File: src/rtl/ps2_scan_pkg.sv
package ps2_scan_pkg;
  localparam logic [7:0] PFX_EXT = 8'hE0;
  localparam logic [7:0] PFX_REL = 8'hF0;
  localparam int unsigned FRAME_LAST = 10;

  // active-low seven-segment, bit0 = a .. bit6 = g
  function automatic logic [6:0] hex_seg_n(input logic [3:0] v);
    logic [6:0] on;
    case (v)
      4'h0: on = 7'h3F; 4'h1: on = 7'h06; 4'h2: on = 7'h5B; 4'h3: on = 7'h4F;
      4'h4: on = 7'h66; 4'h5: on = 7'h6D; 4'h6: on = 7'h7D; 4'h7: on = 7'h07;
      4'h8: on = 7'h7F; 4'h9: on = 7'h6F; 4'hA: on = 7'h77; 4'hB: on = 7'h7C;
      4'hC: on = 7'h39; 4'hD: on = 7'h5E; 4'hE: on = 7'h79; default: on = 7'h71;
    endcase
    return ~on;
  endfunction
endpackage

File: src/rtl/ps2_line_sync.sv
module ps2_line_sync #(
  parameter int unsigned FILT_LEN = 8
) (
  input  logic clk_i,
  input  logic rst_ni,
  input  logic ps2_clk_i,
  input  logic ps2_dat_i,
  output logic fall_o,
  output logic dat_o
);
  localparam int unsigned FW = $clog2(FILT_LEN);

  logic [1:0]    clk_ff, dat_ff;
  logic          clk_s, clk_f, fall_q;
  logic [FW-1:0] fcnt_q;

  assign clk_s = clk_ff[1];
  assign dat_o = dat_ff[1];
  assign fall_o = fall_q;

  always_ff @(posedge clk_i or negedge rst_ni) begin
    if (!rst_ni) begin
      clk_ff <= 2'b11;
      dat_ff <= 2'b11;
    end else begin
      clk_ff <= {clk_ff[0], ps2_clk_i};
      dat_ff <= {dat_ff[0], ps2_dat_i};
    end
  end

  // filtered clock follows synced clock only after FILT_LEN stable cycles
  always_ff @(posedge clk_i or negedge rst_ni) begin
    if (!rst_ni) begin
      clk_f  <= 1'b1;
      fcnt_q <= '0;
      fall_q <= 1'b0;
    end else begin
      fall_q <= 1'b0;
      if (clk_s == clk_f) begin
        fcnt_q <= '0;
      end else if (fcnt_q == FW'(FILT_LEN - 1)) begin
        clk_f  <= clk_s;
        fcnt_q <= '0;
        fall_q <= ~clk_s;
      end else begin
        fcnt_q <= fcnt_q + 1'b1;
      end
    end
  end

  p_filter_stable_r7: assert property (@(posedge clk_i) disable iff (!rst_ni)
    !$stable(clk_f) |-> ($past(clk_s) == clk_f));
  p_fall_low_r3: assert property (@(posedge clk_i) disable iff (!rst_ni)
    fall_q |-> !clk_f);
endmodule

File: src/rtl/ps2_frame_rx.sv
module ps2_frame_rx
  import ps2_scan_pkg::*;
#(
  parameter int unsigned TIMEOUT_CYC = 250000
) (
  input  logic       clk_i,
  input  logic       rst_ni,
  input  logic       fall_i,
  input  logic       dat_i,
  output logic [7:0] byte_o,
  output logic       vld_o
);
  localparam int unsigned TW = $clog2(TIMEOUT_CYC);

  logic [3:0]    cnt_q;
  logic [7:0]    sh_q;
  logic          par_q, vld_q;
  logic [TW-1:0] to_q;

  assign byte_o = sh_q;
  assign vld_o  = vld_q;

  always_ff @(posedge clk_i or negedge rst_ni) begin
    if (!rst_ni) begin
      cnt_q <= '0;
      sh_q  <= '0;
      par_q <= 1'b0;
      vld_q <= 1'b0;
      to_q  <= '0;
    end else begin
      vld_q <= 1'b0;
      if (fall_i) begin
        to_q <= '0;
        if (cnt_q == 4'd0) begin
          if (!dat_i) cnt_q <= 4'd1;
        end else if (cnt_q <= 4'd8) begin
          sh_q  <= {dat_i, sh_q[7:1]};
          cnt_q <= cnt_q + 4'd1;
        end else if (cnt_q == 4'd9) begin
          par_q <= dat_i;
          cnt_q <= 4'd10;
        end else begin
          cnt_q <= '0;
          vld_q <= dat_i & (^sh_q ^ par_q);
        end
      end else if (cnt_q != 4'd0) begin
        if (to_q == TW'(TIMEOUT_CYC - 1)) begin
          cnt_q <= '0;
          to_q  <= '0;
        end else begin
          to_q <= to_q + 1'b1;
        end
      end
    end
  end

  p_cnt_range_r2: assert property (@(posedge clk_i) disable iff (!rst_ni)
    cnt_q <= 4'(FRAME_LAST));
  p_vld_stop_r5: assert property (@(posedge clk_i) disable iff (!rst_ni)
    vld_q |-> ($past(cnt_q) == 4'(FRAME_LAST) && $past(dat_i) && $past(fall_i)));
  p_timeout_idle_r8: assert property (@(posedge clk_i) disable iff (!rst_ni)
    (cnt_q != 4'd0 && !fall_i && to_q == TW'(TIMEOUT_CYC - 1)) |=> (cnt_q == 4'd0));
  p_start_low_r9: assert property (@(posedge clk_i) disable iff (!rst_ni)
    (fall_i && cnt_q == 4'd0 && dat_i) |=> (cnt_q == 4'd0));
endmodule

File: src/rtl/ps2_code_hold.sv
module ps2_code_hold
  import ps2_scan_pkg::*;
(
  input  logic       clk_i,
  input  logic       rst_ni,
  input  logic       vld_i,
  input  logic [7:0] byte_i,
  output logic [7:0] key_o
);
  logic [7:0] key_q;
  logic       is_pfx;

  assign is_pfx = (byte_i == PFX_EXT) || (byte_i == PFX_REL);
  assign key_o  = key_q;

  always_ff @(posedge clk_i or negedge rst_ni) begin
    if (!rst_ni)              key_q <= '0;
    else if (vld_i && !is_pfx) key_q <= byte_i;
  end

  p_prefix_hold_r6: assert property (@(posedge clk_i) disable iff (!rst_ni)
    (vld_i && (byte_i == 8'hE0 || byte_i == 8'hF0)) |=> $stable(key_q));
  p_latch_key_r2: assert property (@(posedge clk_i) disable iff (!rst_ni)
    (vld_i && byte_i != 8'hE0 && byte_i != 8'hF0) |=> (key_q == $past(byte_i)));
  p_no_vld_hold_r4: assert property (@(posedge clk_i) disable iff (!rst_ni)
    !vld_i |=> $stable(key_q));
endmodule

File: src/rtl/ps2_scan_display.sv
module ps2_scan_display
  import ps2_scan_pkg::*;
#(
  parameter int unsigned FILT_LEN    = 8,
  parameter int unsigned TIMEOUT_CYC = 250000
) (
  input  logic       clk_i,
  input  logic       rst_ni,
  input  logic       ps2_clk_i,
  input  logic       ps2_dat_i,
  output logic [6:0] seg_hi_o,
  output logic [6:0] seg_lo_o
);
  localparam int unsigned NDIG = 2;

  logic       fall, dat, vld;
  logic [7:0] rx_byte, key;
  logic [6:0] seg_w [NDIG];

  ps2_line_sync #(.FILT_LEN(FILT_LEN)) u_sync (
    .clk_i, .rst_ni, .ps2_clk_i, .ps2_dat_i,
    .fall_o(fall), .dat_o(dat)
  );

  ps2_frame_rx #(.TIMEOUT_CYC(TIMEOUT_CYC)) u_rx (
    .clk_i, .rst_ni, .fall_i(fall), .dat_i(dat),
    .byte_o(rx_byte), .vld_o(vld)
  );

  ps2_code_hold u_hold (
    .clk_i, .rst_ni, .vld_i(vld), .byte_i(rx_byte), .key_o(key)
  );

  for (genvar d = 0; d < NDIG; d++) begin : g_dig
    assign seg_w[d] = hex_seg_n(key[4*d +: 4]);
  end

  assign seg_lo_o = seg_w[0];
  assign seg_hi_o = seg_w[1];

  p_digit_lit_r1: assert property (@(posedge clk_i) disable iff (!rst_ni)
    (seg_hi_o != 7'h7F) && (seg_lo_o != 7'h7F));
endmodule

File: config.mk
export PLATFORM = sky130hd
export DESIGN_NAME = ps2_scan_display
export DESIGN_NICKNAME = d
export VERILOG_FILES = /design/src/rtl/ps2_scan_pkg.sv /design/src/rtl/ps2_line_sync.sv /design/src/rtl/ps2_frame_rx.sv /design/src/rtl/ps2_code_hold.sv /design/src/rtl/ps2_scan_display.sv
export SDC_FILE = /design/constraint.sdc
export NUM_CORES = 1
export LEC_CHECK = 0
export ABC_AREA = 0
export BUFFER_PORTS_ARGS = -buffer_cell sky130_fd_sc_hd__buf_4
export CAP_MARGIN = 0
export CORE_MARGIN = 5
export CORE_UTILIZATION = 30
export CTS_BUF_LIST = sky130_fd_sc_hd__clkbuf_8
export CTS_CLUSTER_DIAMETER = 30
export DETAILED_ROUTE_END_ITERATION = 10
export SKIP_CTS_REPAIR_TIMING = 1
export SLEW_MARGIN = 20
export SYNTH_ARGS = -nofsm -noshare
export SYNTH_HDL_FRONTEND = slang
export SYNTH_HIERARCHICAL = 1
export SYNTH_SLANG_ARGS = --single-unit
File: constraint.sdc
create_clock -name clk_i -period 1.9 [get_ports clk_i]
set_input_delay 0.095 -clock clk_i [delete_from_list [all_inputs] [get_ports clk_i]]
set_output_delay 0.095 -clock clk_i [all_outputs]
set_load 0.05 [all_outputs]
Word level (Yosys, flattened, before mapping)
Memories as Yosys holds them, arrays and structs flattened.
Cells that the tools add are included.
{"block": "classes", "n_addsub": 3, "multipliers": 0, "div_mod_pow": 0, "order_cmp": 1, "eq_ne": 7, "shift": 0, "n_mux": 18, "n_bitwise": 8, "reduce_logical": 12}
{"operator": "two-way mux 18 bit", "count": 3}
{"operator": "two-way mux 4 bit", "count": 7}
{"operator": "adder 18 x 1 -> 18 bit (second input constant)", "count": 1}
{"operator": "equality test 18 bit (second input constant)", "count": 1}
{"operator": "equality test 8 bit (second input constant)", "count": 2}
{"operator": "inverter 7 bit", "count": 2}
{"operator": "parity 8 bit", "count": 1}
{"operator": "two-way mux 1 bit", "count": 6}
{"operator": "two-way mux 3 bit", "count": 2}
{"operator": "AND reduction 3 bit", "count": 2}
{"operator": "adder 4 x 1 -> 4 bit (second input constant)", "count": 1}
{"operator": "equality test 4 bit (second input constant)", "count": 1}
{"operator": "less-or-equal comparator 4 bit (second input constant)", "count": 1}
{"operator": "zero test 4 bit", "count": 1}
{"operator": "inverter 1 bit", "count": 4}
{"operator": "AND reduction 4 bit", "count": 1}
{"operator": "nonzero test 2 bit", "count": 2}
{"operator": "nonzero test 4 bit", "count": 1}
{"operator": "adder 3 x 1 -> 3 bit (second input constant)", "count": 1}
{"operator": "equality test 3 bit (second input constant)", "count": 1}
{"operator": "!= test 3 bit (second input constant)", "count": 1}
{"operator": "AND reduction 2 bit", "count": 1}
{"operator": "AND 1 bit", "count": 1}
{"operator": "equality test 1 bit", "count": 1}
{"operator": "4 further kinds", "count": 4}
{"block": "totals", "register_bits": 49, "latch_bits": 0, "ram_bits": 0, "rom_bits": 224, "inputBits": 4, "output_inout_bits": 14, "wordCells": 62, "mem_count": 2}
{"memory": "(no name shown)", "depth": 16, "width": 7, "rd": 1, "rd_clocked_by_memory_dff": 0, "wr": 0, "line": "ps2_scan_pkg.sv:9", "rtl": "case (v)"}
{"memory": "(no name shown)", "depth": 16, "width": 7, "rd": 1, "rd_clocked_by_memory_dff": 0, "wr": 0, "line": "ps2_scan_pkg.sv:9"}

Logic depth before layout (Yosys ltp)
Gate-level depths: netlist (run 1).
{"block": "logic_depth", "word_depth": 7, "ltp_mapped": 8, "ltp_nobuf": 7}

Hierarchy
The synthesis (run 1) kept the hierarchy.
{"module": "ps2_frame_rx", "instances": 1, "cells_per_inst": 173, "area_each_um2": 1736.7, "seq_area_each_um2": 800.8}
{"module": "ps2_scan_display", "instances": 1, "cells_per_inst": 60, "area_each_um2": 509.2, "seq_area_each_um2": 0.0}
{"module": "ps2_code_hold", "instances": 1, "cells_per_inst": 24, "area_each_um2": 344.1, "seq_area_each_um2": 200.2}
{"module": "ps2_line_sync", "instances": 1, "cells_per_inst": 17, "area_each_um2": 314.1, "seq_area_each_um2": 231.5}

Worst setup path after synthesis (run 1)
Ideal clock, no wire load.
{"block": "synth_timing", "path_kind": "flip-flop to output port", "from": "register u_hold.key_q[5] (netlist: u_hold/key_o[5])", "to": "output seg_hi_o[4]", "arrival_ps": 2042, "t_required_ps": 1805, "setup_slack_ps": -237, "stages_incl_launch_ff": 5, "path_buffers": 0, "cell_sequence": "dfrtp_1 > inv_1 > ha_1 > nor2b_1 > o32ai_1"}
{"block": "synth_via", "elab_chain_cells": 2}
{"item": "start: declaration", "line": "ps2_code_hold.sv:10", "rtl": "logic [7:0] key_q;"}
{"item": "start signal: assignment", "line": "ps2_code_hold.sv:18", "rtl": "else if (vld_i && !is_pfx) key_q <= byte_i;"}
{"item": "memory (16 x 7 bit)"}
{"item": "inverter 7 bit", "line": "ps2_scan_pkg.sv:15", "rtl": "return ~on;"}
{"item": "end: declaration", "line": "ps2_scan_display.sv:11", "rtl": "output logic [6:0] seg_hi_o,"}
No other way between the ends.

Worst setup path after layout (run 1)
{"block": "layout_timing", "from": "register u_hold.key_q[1] (netlist: u_hold/key_o[1])", "to": "output seg_lo_o[3]"}
{"block": "layout_via", "elab_chain_cells": 2}
{"item": "memory (16 x 7 bit)"}
{"item": "inverter 7 bit", "line": "ps2_scan_pkg.sv:15"}
{"item": "end: declaration", "line": "ps2_scan_display.sv:12", "rtl": "output logic [6:0] seg_lo_o"}
No other way between the ends.

==> results of run 1 <==
flip-flops by register name, indices dropped and copies added, names as in the netlist:
register       count
u_hold/key_o       8
u_rx/to_q         18
u_sync/clk_ff      2
u_sync/dat_ff      2
u_sync/fall_o      1
u_rx/vld_o         1
u_rx/par_q         1
u_sync/clk_f       1
u_rx/cnt_q         4
u_rx/byte_o        8
u_sync/fcnt_q      3
cell families after synthesis:
family	count (synthesis)
adder cells (fa/ha/maj)	18
multiplexers	21
AND/OR/NAND/NOR	98
flip-flops	49
buffers and inverters	22
AO/OA/AOI/OAI	45
XOR/XNOR	21
power by group through the flow:
stage | Sequential, mW | Combinational [mW] | Clock (mW)
finish | 1.12 | 0.114 | 0.616
global route | 1.13 | 0.136 | 0.690
CTS | 1.12 | 0.106 | 0.640
detailed placement | 1.14 | 0.104 | 0
global placement | 1.14 | 0.100 | 0
floorplan | 1.13 | 0.0642 | 0
layer usage:
metal / up-vias / share of wire / global-route usage
met1: 1026 / 0.48 / 0.1324
met3: 6 / 0.045 / 0.02746
met4: 0 / 0.0080 / 0.01894
met5: - / 0 / 0
li1: 1061 / - / -
met2: 34 / 0.47 / 0.1665
area by class of cell:
type / count / area (µm²)
tap: 133 / 166.4
clock inverter: 3 / 18.77
clock buffer: 5 / 68.82
timing repair buffer: 48 / 390.4
inverter: 12 / 50.05
multi-input combinational: 203 / 1675
sequential: 49 / 1240
fill: 940 / 5984
stage by stage:
step / utilization / instance area, µm² / worst slack, ns / hold slack, ns / TNS, ns
floorplan: - / 2924 / 0.02200 / -0.2006 / 0
global placement: 0.3413 / 3274 / 0.008691 / 0.1475 / 0
detailed placement: 0.3413 / 3274 / -0.05100 / 0.1548 / -0.3021
CTS: 0.3504 / 3362 / -0.1329 / -0.1892 / -0.9074
global route: 0.3762 / 3610 / -0.01661 / 0.3666 / -0.01990
finish: 0.3762 / 3610 / 0.05895 / 0.3260 / 0
path summary, 6_finish.rpt:
check | from | endpoint | slack (ns) | depth (start not counted)
worst max-delay path | u_hold/key_o[1] | seg_lo_o[3] | 0.06 | 5
worst max register to register | u_rx/to_q[10] | u_rx/cnt_q[2] | 0.09 | 5
max in group asynchronous | rst_ni | u_hold/key_o[7] | 1.13 | 2
worst min-delay path | rst_ni | u_sync/fcnt_q[0] | 0.33 | 2
worst min register to register | u_sync/dat_ff[0] | u_sync/dat_ff[1] | 0.36 | 0
min in group clk_i | u_sync/dat_ff[0] | u_sync/dat_ff[1] | 0.36 | 0
cell usage in the layout (no fill, tap or decap), drive strengths merged, types with 3 or more instances in the layout:
cell	n
nor2b	4
a31oi	5
clkbuf	5
xor2	11
o31ai	4
mux2i	5
inv	13
o21ai	9
or3b	3
and2	3
buf	45
and3	3
xnor2	10
dfstp	5
dlygate4sd3	3
nand2	20
nand4	5
nor4	3
dfrtp	44
mux2	14
nand2b	3
nand3	13
a22o	8
a21oi	4
nor2	29
ha	18
cell usage after synthesis (all sizes together):
| cell | instances |
|---|---|
| dfrtp | 44 |
| nor2 | 29 |
| nand2 | 20 |
| ha | 18 |
| mux2 | 14 |
| nand3 | 13 |
| inv | 12 |
| xor2 | 11 |
| xnor2 | 10 |
| buf | 9 |
| o21ai | 9 |
| a22o | 8 |
| a31oi | 5 |
| dfstp | 5 |
| mux2i | 5 |
| nand4 | 5 |
| a21oi | 4 |
| nor2b | 4 |
| o31ai | 4 |
| and2 | 3 |
| and3 | 3 |
| nand2b | 3 |
| nor4 | 3 |
| or3b | 3 |
| a211oi | 2 |
| a21o | 2 |
| a32o | 2 |
| mux4 | 2 |
| nand3b | 2 |
| nor3 | 2 |
| nor3b | 2 |
| nor4b | 2 |
| o21bai | 2 |
| o32ai | 2 |
| or4 | 2 |
| a311oi | 1 |
| a31o | 1 |
| a41oi | 1 |
| and3b | 1 |
| clkbuf | 1 |
| o22ai | 1 |
| o41ai | 1 |
| or3 | 1 |
==> run summary, run 1 <==
WP data arrival = 1.75 ns
Yosys top cell area share = 0.3791
DR pass1 iterations = 4
wire length per cell = 12.42 µm
IO Count = 18
Clock Skew = 0.005141 ns
Final min period = 1.841 ns
RD Place Congestion = 0.8381
post-route ant nets = 0
vias in the first global route = 2069
Req. time, crit path = 1.80 ns
Period Utilization, post-route = 0.9690
Netlist cell types = 57
Die Span X = 108.4 µm
DR vias/cell = 4.695
Antenna Diode Count = 0
type of origin of the critical path = flop
Initial Utilization = 0.3027
status = complete, no violations
Net Sw Frac = 0.2379
area leader, netlist = dfrtp_1
critical setup path kind = flop to output pin
Clock Latency Late Sink = 0.31 ns
Netlist Area Pre-Place = 0.002904 mm²
CTS Buf Count = 5
#FFs+latches synth = 49
final non-filler cell total = 453
gr usage total = 0.1004
Inst Count DP = 430
slowest stage delay, CP = 0.46 ns
Crit-path slowest cell = mux4_2
count of input and output buffers = 17
Max-slew headroom = 0.5975
Final Setup Violations = 0
Critical Path Sink Type = output pin
first-pass GRT wire length = 9618 µm
top post-synthesis cells by area = dfrtp_1 38%, ha_1 7.8%, mux2_2 4.7%, dfstp_2 4.5%, nor2_1 3.6%
WL final = 5628 µm
internal power = 1.409 mW
Pleak = 1.596 nW
die area = 0.01175 mm²
num rows = 36
Area Overhead vs Synth = 24.30%
Psw = 0.4397 mW
Peak VDD IR = 558.6 µV
total number of vias = 2127
Critical Path Fanout Max = 6
Worst Tran Pin Value = 0.6038 ns
proportion of synthesized area in mux cells = 0.08962
Synth Area in XOR/XNOR = 0.06333
largest family of logic cells by synthesized area = simple AND/OR/NAND/NOR gates
post-synthesis compound-gate area fraction = 0.1181
Clk network pwr share = 0.333
Max Buffers Root-to-Sink = 2
Combinational Power Share = 0.062
Clock Sinks = 49
Mean Syn Cell Area = 10.60 µm²
initial antenna violation count = 0
root buf cell = clkbuf_8
Reg power frac = 0.605
PwrDens = 512.0 mW/mm²
family with the most delay on the worst path = multiplexers
Synth Area in Adders = 0.07755
1st-iter DRT viols = 86
CORE AREA = 0.009594 mm²
simple-gate share of the synthesized area = 0.1896
Final Hold Vio Count = 0
layout cells sized above 1 = 0.3531
RSZ-0062 raised after global routing = yes
sequential share of the synthesized area = 0.4244
CTS tree = built
Post-Syn Instances = 274
height of the die = 108.4 µm
worst path bufs/invs = 3
H-Tree Level Count = 2
fmax = 543.2 MHz
max-slew violations = 0
synth warn = 6
DRC violations left = 0
fin nets = 341
Tot Pwr = 1.848 mW
Clock transition at path regs = 0.09 ns
max cap viols = 0
Hold Path Class = input port to async pin
largest net degree at the start of global routing = 50
GR Overflow Total = 0
crit-path cells = inv_4 -> ha_4 -> inv_2 -> mux4_2 -> buf_8
Final HPWL DP = 3944 µm
Mapped Nets = 296
Power figures use the tool's default switching activity.
==> run 2, diff against run 1 <==
BUFFER_PORTS_ARGS = default   (was -buffer_cell sky130_fd_sc_hd__buf_4)
CORE_ASPECT_RATIO = 0.5   (was default)
DONT_BUFFER_PORTS = 1   (was default)
==> run 2 against run 1 <==
Effect of this change: worst hold slack got worse by 0.033 ns; clock skew barely moved; critical endpoint is now u_rx/cnt_q[3]; maximum frequency fell by 3.0%; wire length rose by 3.6%; utilization fell by 0.10 points; critical path depth rose by 1; register-to-register slack got worse by 0.09 ns; global-route usage fell by 0.16 points; largest cell class unchanged; design area fell by 1.8%.
==> run summary, run 2 (synthesis gave the netlist of run 1 again) <==
RSZ-0062 raised after global routing = yes (unchanged)
Top reg by flops = u_rx/to_q (unchanged)
Inst Count DP = 425 (was 430)
fmax = 526.6 MHz (was 543.2 MHz)
Final HPWL DP = 4091 µm (was 3944 µm)
Clock Latency Late Sink = 0.29 ns (was 0.31 ns)
reg2reg end = u_rx/cnt_q[3] (was u_rx/cnt_q[2])
DR vias/cell = 4.831 (was 4.695)
wire length per cell = 13.13 µm (was 12.42 µm)
critical register-to-register path startpoint = u_rx/to_q[8] (was u_rx/to_q[10])
Combinational Power Share = 0.056 (was 0.062)
PwrDens = 562.0 mW/mm² (was 512.0 mW/mm²)
max reg flops = 18 (unchanged)
Clock Skew = 0.004852 ns (was 0.005141 ns)
Req. time, crit path = 2.12 ns (was 1.80 ns)
Critical Path Sink Type = flop (was output pin)
RD Place Congestion = 0.8142 (was 0.8381)
Peak VDD IR = 226.4 µV (was 558.6 µV)
Critical Path Fanout Max = 6 (unchanged)
GR Layer Usage met1 = 0.1156 (was 0.1324)
total number of vias = 2145 (was 2127)
Fin Hold WS = 0.2930 ns (was 0.3260 ns)
Hold Path Class = input port to async pin (unchanged)
Clk network pwr share = 0.381 (was 0.333)
height of the die = 79.57 µm (was 108.4 µm)
Area Overhead vs Synth = 22.06% (was 24.30%)
crit path from = u_rx/to_q[8] (was u_hold/key_o[1])
GRT busiest layer = met2 (unchanged)
CTS Buf Count = 5 (unchanged)
status = complete, no violations (unchanged)
r2r setup slk = 0.001 ns (was 0.09 ns)
CTS tree = built (unchanged)
Clock Sinks = 49 (unchanged)
root buf cell = clkbuf_8 (unchanged)
DR pass1 iterations = 4 (unchanged)
met2 usage = 0.1789 (was 0.1665)
most common cell after layout, fill and taps aside = dfrtp_1 (was buf_4)
Max Buffers Root-to-Sink = 2 (unchanged)
Worst Tran Pin Value = 0.5323 ns (was 0.6038 ns)
num rows = 25 (was 36)
Max-slew headroom = 0.6438 (was 0.5975)
type of origin of the critical path = flop (unchanged)
Die Span X = 149.1 µm (was 108.4 µm)
1st-iter DRT viols = 129 (was 86)
Final Hold Vio Count = 0 (unchanged)
reg2reg path depth = 6 (was 5)
die area = 0.01187 mm² (was 0.01175 mm²)
dpl cell area = 0.003237 mm² (was 0.003274 mm²)
initial antenna violation count = 0 (unchanged)
layout cells sized above 1 = 0.3107 (was 0.3531)
vias in the first global route = 2154 (was 2069)
DRC violations left = 0 (unchanged)
Period Utilization, post-route = 0.9994 (was 0.9690)
GR Util met3 = 0.02212 (was 0.02746)
GR Overflow Total = 0 (unchanged)
Pleak = 1.577 nW (was 1.596 nW)
critical setup path kind = flop to flop (was flop to output pin)
Final min period = 1.899 ns (was 1.841 ns)
most frequent cells in the layout = 41 x dfrtp_1, 29 x buf_4, 27 x nor2_1 (was 41 x buf_4, 38 x dfrtp_1, 28 x nor2_1)
fin area = 0.003545 mm² (was 0.003610 mm²)
Antenna Diode Count = 0 (unchanged)
IO Count = 18 (unchanged)
internal power = 1.576 mW (was 1.409 mW)
WL final = 5828 µm (was 5628 µm)
gr usage total = 0.09875 (was 0.1004)
largest net degree at the start of global routing = 50 (unchanged)
max cap viols = 0 (unchanged)
Setup WS post-layout = 0.001119 ns (was 0.05895 ns)
first-pass GRT wire length = 9735 µm (was 9618 µm)
Psw = 0.4161 mW (was 0.4397 mW)
Net Sw Frac = 0.2088 (was 0.2379)
H-Tree Level Count = 2 (unchanged)
Initial Utilization = 0.3074 (was 0.3027)
count of input and output buffers = 0 (was 17)
Reg power frac = 0.563 (was 0.605)
WP data arrival = 2.12 ns (was 1.75 ns)
Clock transition at path regs = 0.09 ns (about the same)
fin util = 0.3752 (was 0.3762)
Final Setup Violations = 0 (unchanged)
CORE AREA = 0.009447 mm² (was 0.009594 mm²)
final non-filler cell total = 444 (was 453)
pre-CTS WS = -0.02418 ns (was -0.05100 ns)
max-slew violations = 0 (unchanged)
fin nets = 330 (was 341)
post-route ant nets = 0 (unchanged)
## run 2: cell types whose count changed in the layout (fill, tap and decap cells not counted), sizes merged
cell	previous run	this run
buf	45	34
clkbuf	5	6
clkinvlp	2	0
bufinv	0	1
## run 2: how the worst max path moves through the flow
stage	end	slack, ns	cells after the start
6_report	u_rx/cnt_q[3]	0.001	6
5_1_grt	u_rx/cnt_q[3]	-0.07	6
4_1_cts	seg_lo_o[3]	-0.17	4
3_5_place_dp	u_rx/byte_o[5]	-0.02	6
3_3_place_gp	u_rx/byte_o[6]	0.05	6
2_1_floorplan	u_rx/byte_o[1]	0.02	6
## run 2: through the flow
stage / power (mW) / setup TNS (ns)
after floorplan: 1.199 / 0
after global placement: 1.213 / 0
after detailed placement: 1.223 / -0.1375
after CTS: 1.990 / -0.6748
after global routing: 2.083 / -0.2868
final: 1.992 / 0
## run 2: worst max-delay path, cell delays in order, from the launching register on
cell	delay, ns
dfrtp_1	0.39
or4_4	0.55
nor4_4	0.27
buf_4	0.18
a21o_4	0.16
a41oi_2	0.12
a21oi_1	0.15
## run 2: power groups by stage
stage	clock network [mW]	registers (mW)	logic (mW)
floorplan	0	1.13	0.0642
global placement	0	1.14	0.0739
detailed placement	0	1.14	0.0812
CTS	0.787	1.12	0.0810
global route	0.829	1.13	0.129
finish	0.759	1.12	0.112
## run 2: per-layer routing
layer  wire length [µm]  up-vias
met2               2956       37
met1               2600     1054
met5                  0        -
met3                197        7
met4                 72        0
li1                   -     1047
## run 2: layout make-up
type	instances	area, µm²
Multi-Input combinational cell	203	1647
Inverter	12	47.55
Sequential cell	49	1236
Clock buffer	6	82.58
Fill cell	931	5902
Clock inverter	2	33.78
Timing Repair Buffer	37	329.1
Tap cell	135	168.9
